<file path="src/rtl/seg_guard_pkg.sv">
package seg_guard_pkg;
  typedef enum logic [1:0] {
    CAUSE_NONE   = 2'd0,
    CAUSE_LIMIT  = 2'd1,
    CAUSE_TYPE   = 2'd2,
    CAUSE_ABSENT = 2'd3
  } cause_e;

  typedef enum logic [1:0] {
    ACC_READ   = 2'd0,
    ACC_WRITE  = 2'd1,
    ACC_FETCH  = 2'd2,
    ACC_FETCHX = 2'd3
  } acc_e;

  typedef enum logic [2:0] {
    SR_ES = 3'd0,
    SR_CS = 3'd1,
    SR_SS = 3'd2,
    SR_DS = 3'd3,
    SR_FS = 3'd4,
    SR_GS = 3'd5,
    SR_R6 = 3'd6,
    SR_R7 = 3'd7
  } sreg_e;

  typedef struct packed {
    logic viol;
    cause_e cause;
  } verdict_t;
endpackage

</file>
<file path="src/rtl/seg_lim_unit.sv">
module seg_lim_unit #(
  parameter int OFF_W   = 32,
  parameter int LIM_W   = 20,
  parameter int SMALL_W = 16
) (
  input  logic [LIM_W-1:0] lim_raw_i,
  input  logic             gran_i,
  input  logic             xdown_i,
  input  logic             big_i,
  input  logic [OFF_W-1:0] off_i,
  input  logic [1:0]       size_i,
  output logic             viol_o
);
  localparam int SH = OFF_W - LIM_W;

  logic [OFF_W-1:0] eff_lim;
  logic [OFF_W-1:0] upper;
  logic [1:0]       span_m1;
  logic [OFF_W:0]   last_b;
  logic             norm_viol;
  logic             xd_viol;

  always_comb begin
    if (gran_i) eff_lim = {lim_raw_i, {SH{1'b1}}};
    else        eff_lim = {{SH{1'b0}}, lim_raw_i};
  end

  always_comb begin
    unique case (size_i)
      2'd0:    span_m1 = 2'd0;
      2'd1:    span_m1 = 2'd1;
      default: span_m1 = 2'd3;
    endcase
  end

  // 33-bit sum: carry out counts as beyond any limit
  assign last_b = {1'b0, off_i} + {{(OFF_W-1){1'b0}}, span_m1};

  assign upper = big_i ? {OFF_W{1'b1}} : {{(OFF_W-SMALL_W){1'b0}}, {SMALL_W{1'b1}}};

  assign norm_viol = last_b > {1'b0, eff_lim};
  assign xd_viol   = (off_i <= eff_lim) || (last_b > {1'b0, upper});
  assign viol_o    = xdown_i ? xd_viol : norm_viol;
endmodule

</file>
<file path="src/rtl/seg_acc_type.sv">
module seg_acc_type
  import seg_guard_pkg::*;
(
  input  logic [1:0] kind_i,
  input  logic       exec_i,
  input  logic       rw_i,
  output logic       viol_o,
  output logic       fetch_o
);
  always_comb begin
    fetch_o = 1'b0;
    unique case (acc_e'(kind_i))
      ACC_READ:  viol_o = exec_i & ~rw_i;
      ACC_WRITE: viol_o = exec_i | ~rw_i;
      default: begin
        viol_o  = 1'b0;
        fetch_o = 1'b1;
      end
    endcase
  end
endmodule

</file>
<file path="src/rtl/seg_load_type.sv">
module seg_load_type
  import seg_guard_pkg::*;
(
  input  logic [2:0] sreg_i,
  input  logic       exec_i,
  input  logic       rw_i,
  input  logic       pres_i,
  output verdict_t   verdict_o
);
  logic tviol;

  always_comb begin
    unique case (sreg_e'(sreg_i))
      SR_CS:                      tviol = ~exec_i;
      SR_SS:                      tviol = exec_i | ~rw_i;
      SR_ES, SR_DS, SR_FS, SR_GS: tviol = exec_i & ~rw_i;
      default:                    tviol = 1'b1;
    endcase
  end

  always_comb begin
    if (tviol)        verdict_o = '{viol: 1'b1, cause: CAUSE_TYPE};
    else if (!pres_i) verdict_o = '{viol: 1'b1, cause: CAUSE_ABSENT};
    else              verdict_o = '{viol: 1'b0, cause: CAUSE_NONE};
  end
endmodule

</file>
<file path="src/rtl/seg_guard.sv">
module seg_guard
  import seg_guard_pkg::*;
#(
  parameter int OFF_W   = 32,
  parameter int LIM_W   = 20,
  parameter int SMALL_W = 16
) (
  input  logic             clk_i,
  input  logic             rst_ni,
  input  logic             ref_valid_i,
  input  logic [LIM_W-1:0] lim_raw_i,
  input  logic             gran_i,
  input  logic             xdown_i,
  input  logic             big_i,
  input  logic             exec_i,
  input  logic             rw_i,
  input  logic             pres_i,
  input  logic [OFF_W-1:0] off_i,
  input  logic [1:0]       size_i,
  input  logic [1:0]       kind_i,
  output logic             ref_pass_o,
  output logic             ref_fault_o,
  output logic [1:0]       ref_cause_o,
  input  logic             ld_valid_i,
  input  logic [2:0]       ld_sreg_i,
  input  logic             ld_exec_i,
  input  logic             ld_rw_i,
  input  logic             ld_pres_i,
  output logic             ld_pass_o,
  output logic             ld_fault_o,
  output logic [1:0]       ld_cause_o
);
  logic     lim_viol, type_viol, is_fetch, xd_eff;
  verdict_t ref_v, ld_v;

  // expand-down only for data reads/writes
  assign xd_eff = xdown_i & ~exec_i & ~is_fetch;

  seg_acc_type u_acc (
    .kind_i  (kind_i),
    .exec_i  (exec_i),
    .rw_i    (rw_i),
    .viol_o  (type_viol),
    .fetch_o (is_fetch)
  );

  seg_lim_unit #(.OFF_W(OFF_W), .LIM_W(LIM_W), .SMALL_W(SMALL_W)) u_lim (
    .lim_raw_i (lim_raw_i),
    .gran_i    (gran_i),
    .xdown_i   (xd_eff),
    .big_i     (big_i),
    .off_i     (off_i),
    .size_i    (size_i),
    .viol_o    (lim_viol)
  );

  seg_load_type u_ld (
    .sreg_i    (ld_sreg_i),
    .exec_i    (ld_exec_i),
    .rw_i      (ld_rw_i),
    .pres_i    (ld_pres_i),
    .verdict_o (ld_v)
  );

  always_comb begin
    if (type_viol)     ref_v = '{viol: 1'b1, cause: CAUSE_TYPE};
    else if (!pres_i)  ref_v = '{viol: 1'b1, cause: CAUSE_ABSENT};
    else if (lim_viol) ref_v = '{viol: 1'b1, cause: CAUSE_LIMIT};
    else               ref_v = '{viol: 1'b0, cause: CAUSE_NONE};
  end

  always_ff @(posedge clk_i or negedge rst_ni) begin
    if (!rst_ni) begin
      ref_pass_o  <= 1'b0;
      ref_fault_o <= 1'b0;
      ref_cause_o <= CAUSE_NONE;
    end else begin
      ref_pass_o  <= ref_valid_i & ~ref_v.viol;
      ref_fault_o <= ref_valid_i & ref_v.viol;
      ref_cause_o <= ref_valid_i ? ref_v.cause : CAUSE_NONE;
    end
  end

  always_ff @(posedge clk_i or negedge rst_ni) begin
    if (!rst_ni) begin
      ld_pass_o  <= 1'b0;
      ld_fault_o <= 1'b0;
      ld_cause_o <= CAUSE_NONE;
    end else begin
      ld_pass_o  <= ld_valid_i & ~ld_v.viol;
      ld_fault_o <= ld_valid_i & ld_v.viol;
      ld_cause_o <= ld_valid_i ? ld_v.cause : CAUSE_NONE;
    end
  end

  a_r1_one_verdict: assert property (@(posedge clk_i) disable iff (!rst_ni)
    ref_valid_i |=> (ref_pass_o ^ ref_fault_o));
  a_r1_idle: assert property (@(posedge clk_i) disable iff (!rst_ni)
    !ref_valid_i |=> (!ref_pass_o && !ref_fault_o));
  a_r7_cause_agrees: assert property (@(posedge clk_i) disable iff (!rst_ni)
    ref_fault_o |-> (ref_cause_o != CAUSE_NONE));
  a_r5_write_code: assert property (@(posedge clk_i) disable iff (!rst_ni)
    (ref_valid_i && kind_i == ACC_WRITE && exec_i) |=> (ref_fault_o && ref_cause_o == CAUSE_TYPE));
  a_r6_fetch_no_type: assert property (@(posedge clk_i) disable iff (!rst_ni)
    (ref_valid_i && kind_i[1]) |=> (ref_cause_o != CAUSE_TYPE));
  a_r8_cs_needs_code: assert property (@(posedge clk_i) disable iff (!rst_ni)
    (ld_valid_i && ld_sreg_i == SR_CS && !ld_exec_i) |=> (ld_fault_o && ld_cause_o == CAUSE_TYPE));
  a_r10_ld_verdict: assert property (@(posedge clk_i) disable iff (!rst_ni)
    ld_valid_i |=> (ld_pass_o ^ ld_fault_o));
endmodule

</file>
<file path="config.mk">
export PLATFORM = sky130hd
export DESIGN_NAME = seg_guard
export DESIGN_NICKNAME = d
export VERILOG_FILES = /design/src/rtl/seg_guard_pkg.sv /design/src/rtl/seg_lim_unit.sv /design/src/rtl/seg_acc_type.sv /design/src/rtl/seg_load_type.sv /design/src/rtl/seg_guard.sv
export SDC_FILE = /design/constraint.sdc
export NUM_CORES = 1
export LEC_CHECK = 0
export BUFFER_PORTS_ARGS = -buffer_cell sky130_fd_sc_hd__buf_4
export CORE_ASPECT_RATIO = 1.25
export CORE_MARGIN = 3
export CORE_UTILIZATION = 55
export DETAILED_ROUTE_END_ITERATION = 7
export GPL_ROUTABILITY_DRIVEN = 0
export PLACE_DENSITY = 0.86
export SLEW_MARGIN = 40
export SYNTH_ARGS = -nofsm -noshare
export SYNTH_HDL_FRONTEND = slang
export SYNTH_SLANG_ARGS = --single-unit
</file>
<file path="constraint.sdc">
create_clock -name clk_i -period 1 [get_ports clk_i]
set_input_delay 0.1 -clock clk_i [delete_from_list [all_inputs] [get_ports clk_i]]
set_output_delay 0.1 -clock clk_i [all_outputs]
set_load 0.05 [all_outputs]
</file>
==> results of run 1 <==
-- logic make-up after synthesis --
family	synth area share
and+or+nand+nor	0.293
DFF	0.0570
adders and majority gates	0.347
xor gates and xnor gates	0.0854
AOI/OAI and AO/OA	0.158
muxes	0.0293
buffers and inverters	0.0309
-- timing repair --
action | in CTS
gates resized for setup | 20
buffers inserted | 9
endpoints found under the hold margin | 7
pin swaps | 22
cloned | 0
endpoints found under the setup margin | 6
hold buffers | 1
-- Yosys cell counts, types with 2 or more instances --
master	number
a21o_1	9
maj3_1	2
and4_1	2
nor3b_1	2
xnor2_1	22
mux2i_1	9
nand2_1	49
xor2_1	8
inv_1	15
o21ai_0	18
a21boi_0	2
nand3_1	20
nand2b_1	3
and3_1	5
nand4_1	18
nand4_4	2
clkbuf_1	4
nor4_1	4
nor4_4	2
dfrtp_1	7
or2_2	3
and3_4	4
a211oi_1	4
nor3_1	6
nor2_1	25
ha_1	82
nor2b_1	5
a21oi_1	33
-- through the flow --
stage          utilization  instance area, um2  setup slack (ns)  hold slack [ns]
3_3_place_gp         0.909                4750             -2.64          -0.0897
4_1_cts              0.955                4990             -2.66           0.0600
2_1_floorplan            -                3170             -2.43           -0.196
3_5_place_dp         0.909                4750             -2.90          -0.0849
-- layer usage --
| metal | global-route usage | GRT overflow |
|---|---|---|
| met3 | 0.584 | 3 |
| met5 | 0.222 | 0 |
| met2 | 0.906 | 23 |
| met1 | 0.685 | 1 |
| met4 | 0.777 | 11 |
==> impl_metrics.csv, run 1 <==
group,metric,value,unit
synth,ys_ff_latch,7,
synth,async_reset_ff_frac,1.00,
synth,ys_warn_count,0,
clock_network,cts.path.max_buffers,2,
synth,yosys.area.top_type,"ha_1",
synth,syn_avg_cell_area,7.87,um2
floorplanning,die_y,89.6,um
global_routing,grt_max_degree,24,
clock_network,cts-buffers-inserted,3,
status,outcome,"did not finish",
floorplanning,die_x,72.9,um
floorplanning,ios,80,
floorplanning,initial_core_util,0.589,
synth,synth.top_cell.area_share,0.334,
global_routing,grt_pass1_vias,6095,
floorplanning,row_count,29,
place,dp_hpwl,11.3,mm
global_routing,grt_overflow,38,
synth,synth-edff-count,0,
synth,synth_ff_type,"dfrtp_1",
synth,synth.area.top_cells,"ha_1, xnor2_1, nand2_1",
status,outcome.stop_stage,"global routing",
synth,yosysUniqueCellTypes,54,
synth,seq_area_frac_synth,0.0570,
clock_network,cts-root-buf,"clkbuf_8",
synth,syn_inst,391,
status,first-error,"[ERROR GRT-0116] Global routing finished with congestion. Check the congestion regions in the DRC Viewer.",
clock_network,htreeDepth,1,
place,io_buffers,79,
synth,synth_area,0.00308,mm2
place,numPlacedInstances,650,
synth,syn-num-nets,546,
clock_network,clock-sinks,7,
global_routing,grt_use_total,0.725,
global_routing,grt_pass1_wl,35.5,mm
==> inputs of run 2 (changes only) <==
--- a/config.mk
+++ b/config.mk
@@ -6,12 +6,11 @@
 export NUM_CORES = 1
 export LEC_CHECK = 0
 export BUFFER_PORTS_ARGS = -buffer_cell sky130_fd_sc_hd__buf_4
-export CORE_ASPECT_RATIO = 1.25
 export CORE_MARGIN = 3
-export CORE_UTILIZATION = 55
+export CORE_UTILIZATION = 40
 export DETAILED_ROUTE_END_ITERATION = 7
 export GPL_ROUTABILITY_DRIVEN = 0
-export PLACE_DENSITY = 0.86
+export PLACE_DENSITY_LB_ADDON = 0.15
 export SLEW_MARGIN = 40
 export SYNTH_ARGS = -nofsm -noshare
 export SYNTH_HDL_FRONTEND = slang
==> impl_metrics.csv, run 2 <==
group,metric,value,unit
timing,max-slew-margin-rel,0.490,
clock_network,cts-buffers-inserted,3,
route,post-route-drc-count,0,
floorplanning,row_count,31,
synth,synth.area.top_cells,"ha_1, xnor2_1, nand2_1",
timing,hold_viol_final,0,
clock_network,cts-root-buf,"clkbuf_8",
power_and_ir_drop,p_sw,1.15,mW
synth,yosysUniqueCellTypes,54,
synth,synth_ff_type,"dfrtp_1",
floorplanning,ios,80,
setup_path,path_buf_inv,2,
synth,ys_ff_latch,7,
route,drt_iter0_drc,153,
global_routing,grt_max_degree,20,
setup_path,critPathKind,"input pin to register",
place,dp_hpwl,9.44,mm
floorplanning,die_area,0.00878,mm2
layout,drive_gt1_frac,0.424,
layout,top_regs,"ld_cause_o: 2 flops, ref_cause_o: 2 flops",
layout,diodes,0,
timing,fin_hold_ws,0.0383,ns
global_routing,antenna_found_initial,0,
timing,setup_viol,3,
layout,layout.nets,765,
floorplanning,initial_core_util,0.417,
timing,final_max_slew_viol_count,0,
floorplanning,die_x,93.7,um
clock_network,clk_pin_slew,0.04,ns
setup_path,arrival,3.63,ns
synth,synth_most_common_cell,"ha_1",
status,outcome,"finished with violations",
clock_network,cts_tree,"built",
synth,yosys.area.top_type,"ha_1",
floorplanning,floorplan.core_area,0.00737,mm2
timing,worstMarginPinSlew,0.760,ns
power_and_ir_drop,peakVddDrop,0.000315,V
route,routed_wirelength,10.8,mm
timing,layout_setup_ws,-2.54,ns
route,via_count,3740,
global_routing,grt_use_total,0.240,
layout,mostFrequentLayoutCell,"buf_4",
route,final_antenna_net_count,0,
power_and_ir_drop,seq_power_share,0.111,
power_and_ir_drop,combPwrFrac,0.745,
synth,seq_area_frac_synth,0.0570,
layout,fillers,630,
power_and_ir_drop,power.leakage,2.62,nW
synth,synth.top_cell.area_share,0.334,
synth,syn-num-nets,546,
synth,syn_avg_cell_area,7.87,um2
setup_path,critPathRequiredTime,1.09,ns
timing,grt_setup_unrepaired,"true",
global_routing,grt_pass1_wl,17.0,mm
min_path,holdCritPathClass,"input pin to register",
synth,ys_warn_count,0,
timing,fmax,283,MHz
route,drt_pass1_iterations,4,
power_and_ir_drop,swShare,0.411,
power_and_ir_drop,p_int,1.65,mW
synth,async_reset_ff_frac,1.00,
route,vias_per_cell,5.28,
layout,area_growth_syn_to_layout,65.9,%
setup_path,slowest_delay,0.41,ns
place,place_ws,-2.76,ns
synth,synth-edff-count,0,
setup_path,crit_path_end_kind,"register",
synth,syn_inst,391,
setup_path,crit_chain,"buf_8 > or2_4 > ha_4 > fa_2 > nand4_4 > nor4_4 > and3_4 > and4_4 > buf_4 > xnor2_2 > ha_1 > and4_1 > nor4b_4 > a221o_1 > a311o_1 > a2111oi_4 > a311oi_1",
job,max-cap-violations,0,
min_path,min-delay-start,"ld_pres_i",
timing,fin_crit_sh,3.54,
place,io_buffers,79,
status,failed_checks,"negative setup slack",
setup_path,critPathTopFamily,"compound AO/OA/AOI/OAI gates",
timing,min_period,3.54,ns
power_and_ir_drop,clkPwrFrac,0.144,
power_and_ir_drop,p_per_area,548,mW/mm2
layout,layout_common_cells,"buf_4, ha_1, nand2_1",
clock_network,htreeDepth,1,
global_routing,grt_overflow,0,
synth,yosys-top-cells-count,"ha_1, nand2_1, a21oi_1",
min_path,holdPathEnd,"ld_cause_o[0]",
setup_path,cp-start-kind,"input pin",
floorplanning,die_y,93.7,um
min_path,hold_path_depth,2,
setup_path,crit_fanout,5,
global_routing,grt_pass1_vias,3697,
clock_network,clock-sinks,7,
synth,synth_area,0.00308,mm2
route,routedWlPerCell,15.3,um
clock_network,cts.path.max_buffers,2,
setup_path,worst_path_max_delay_cell,"a311o_1",
[run 2: cell counts after synthesis]
No cell type changed its count.
[run 2: cell families after synthesis]
| kind of cell | count (synthesis) | share of synthesized area |
|---|---|---|
| fa+ha+maj | 85 | 0.347 |
| simple gates | 159 | 0.293 |
| mux | 9 | 0.0293 |
| flops | 7 | 0.0570 |
| compound gates | 79 | 0.158 |
| buf+inv | 22 | 0.0309 |
| xor+xnor | 30 | 0.0854 |
[run 2: worst max path at each step]
stage	end	slack (ns)	depth (start not counted)	from
after floorplan	ref_pass_o	-2.43	16	size_i[0]
after global placement	ref_pass_o	-2.65	18	size_i[1]
after detailed placement	ref_cause_o[0]	-2.76	16	size_i[1]
after CTS	ref_pass_o	-2.46	18	size_i[1]
after global routing	ref_pass_o	-2.65	17	size_i[1]
final	ref_cause_o[0]	-2.54	17	size_i[1]
[run 2: cell type report]
class | instances | area, um2 | area share
multi-input cells | 362 | 3020 | 0.591
clock buffers | 4 | 45.0 | 0.00883
repair buffers | 221 | 1690 | 0.330
flip-flops and latches | 7 | 175 | 0.0343
inverters | 15 | 56.3 | 0.0110
well taps | 99 | 124 | 0.0243
[run 2: metrics by stage]
step,utilization,cell area (um2),setup TNS (ns),instances,power [mW]
3_3_place_gp,0.664,4900,-8.29,700,2.25
6_report,0.693,5100,-7.60,708,2.80
5_1_grt,0.693,5100,-7.91,708,3.03
3_5_place_dp,0.664,4900,-8.58,700,2.32
4_1_cts,0.678,5000,-7.34,706,2.75
2_1_floorplan,-,3170,-7.28,391,1.26
[run 2: timing repair]
action                                  4_1_cts  5_1_grt
cloned                                        0        0
hold endpoints to repair                      7        0
endpoints found under the setup margin        3        6
resized for setup                             7       14
setup buffers                                 1        2
pin swaps                                    11       15
hold buffers                                  1        0
[run 2: layer usage]
layer	share of wire	track usage	routed length (um)	vias up
li1	-	-	-	1900
met1	0.47	0.323	5060	1730
met2	0.47	0.418	5110	94
met3	0.045	0.0168	485	16
met4	0.018	0.0529	192	0
met5	0	0	0	-
[run 2: power groups by stage]
stage               registers, mW  clock network (mW)  logic, mW
floorplan                   0.382                   0      0.881
global placement            0.313                   0       1.94
detailed placement          0.313                   0       2.00
CTS                         0.309               0.410       2.03
global route                0.312               0.414       2.30
finish                      0.309               0.404       2.09
No activity file was read; power rests on OpenSTA's default activity.
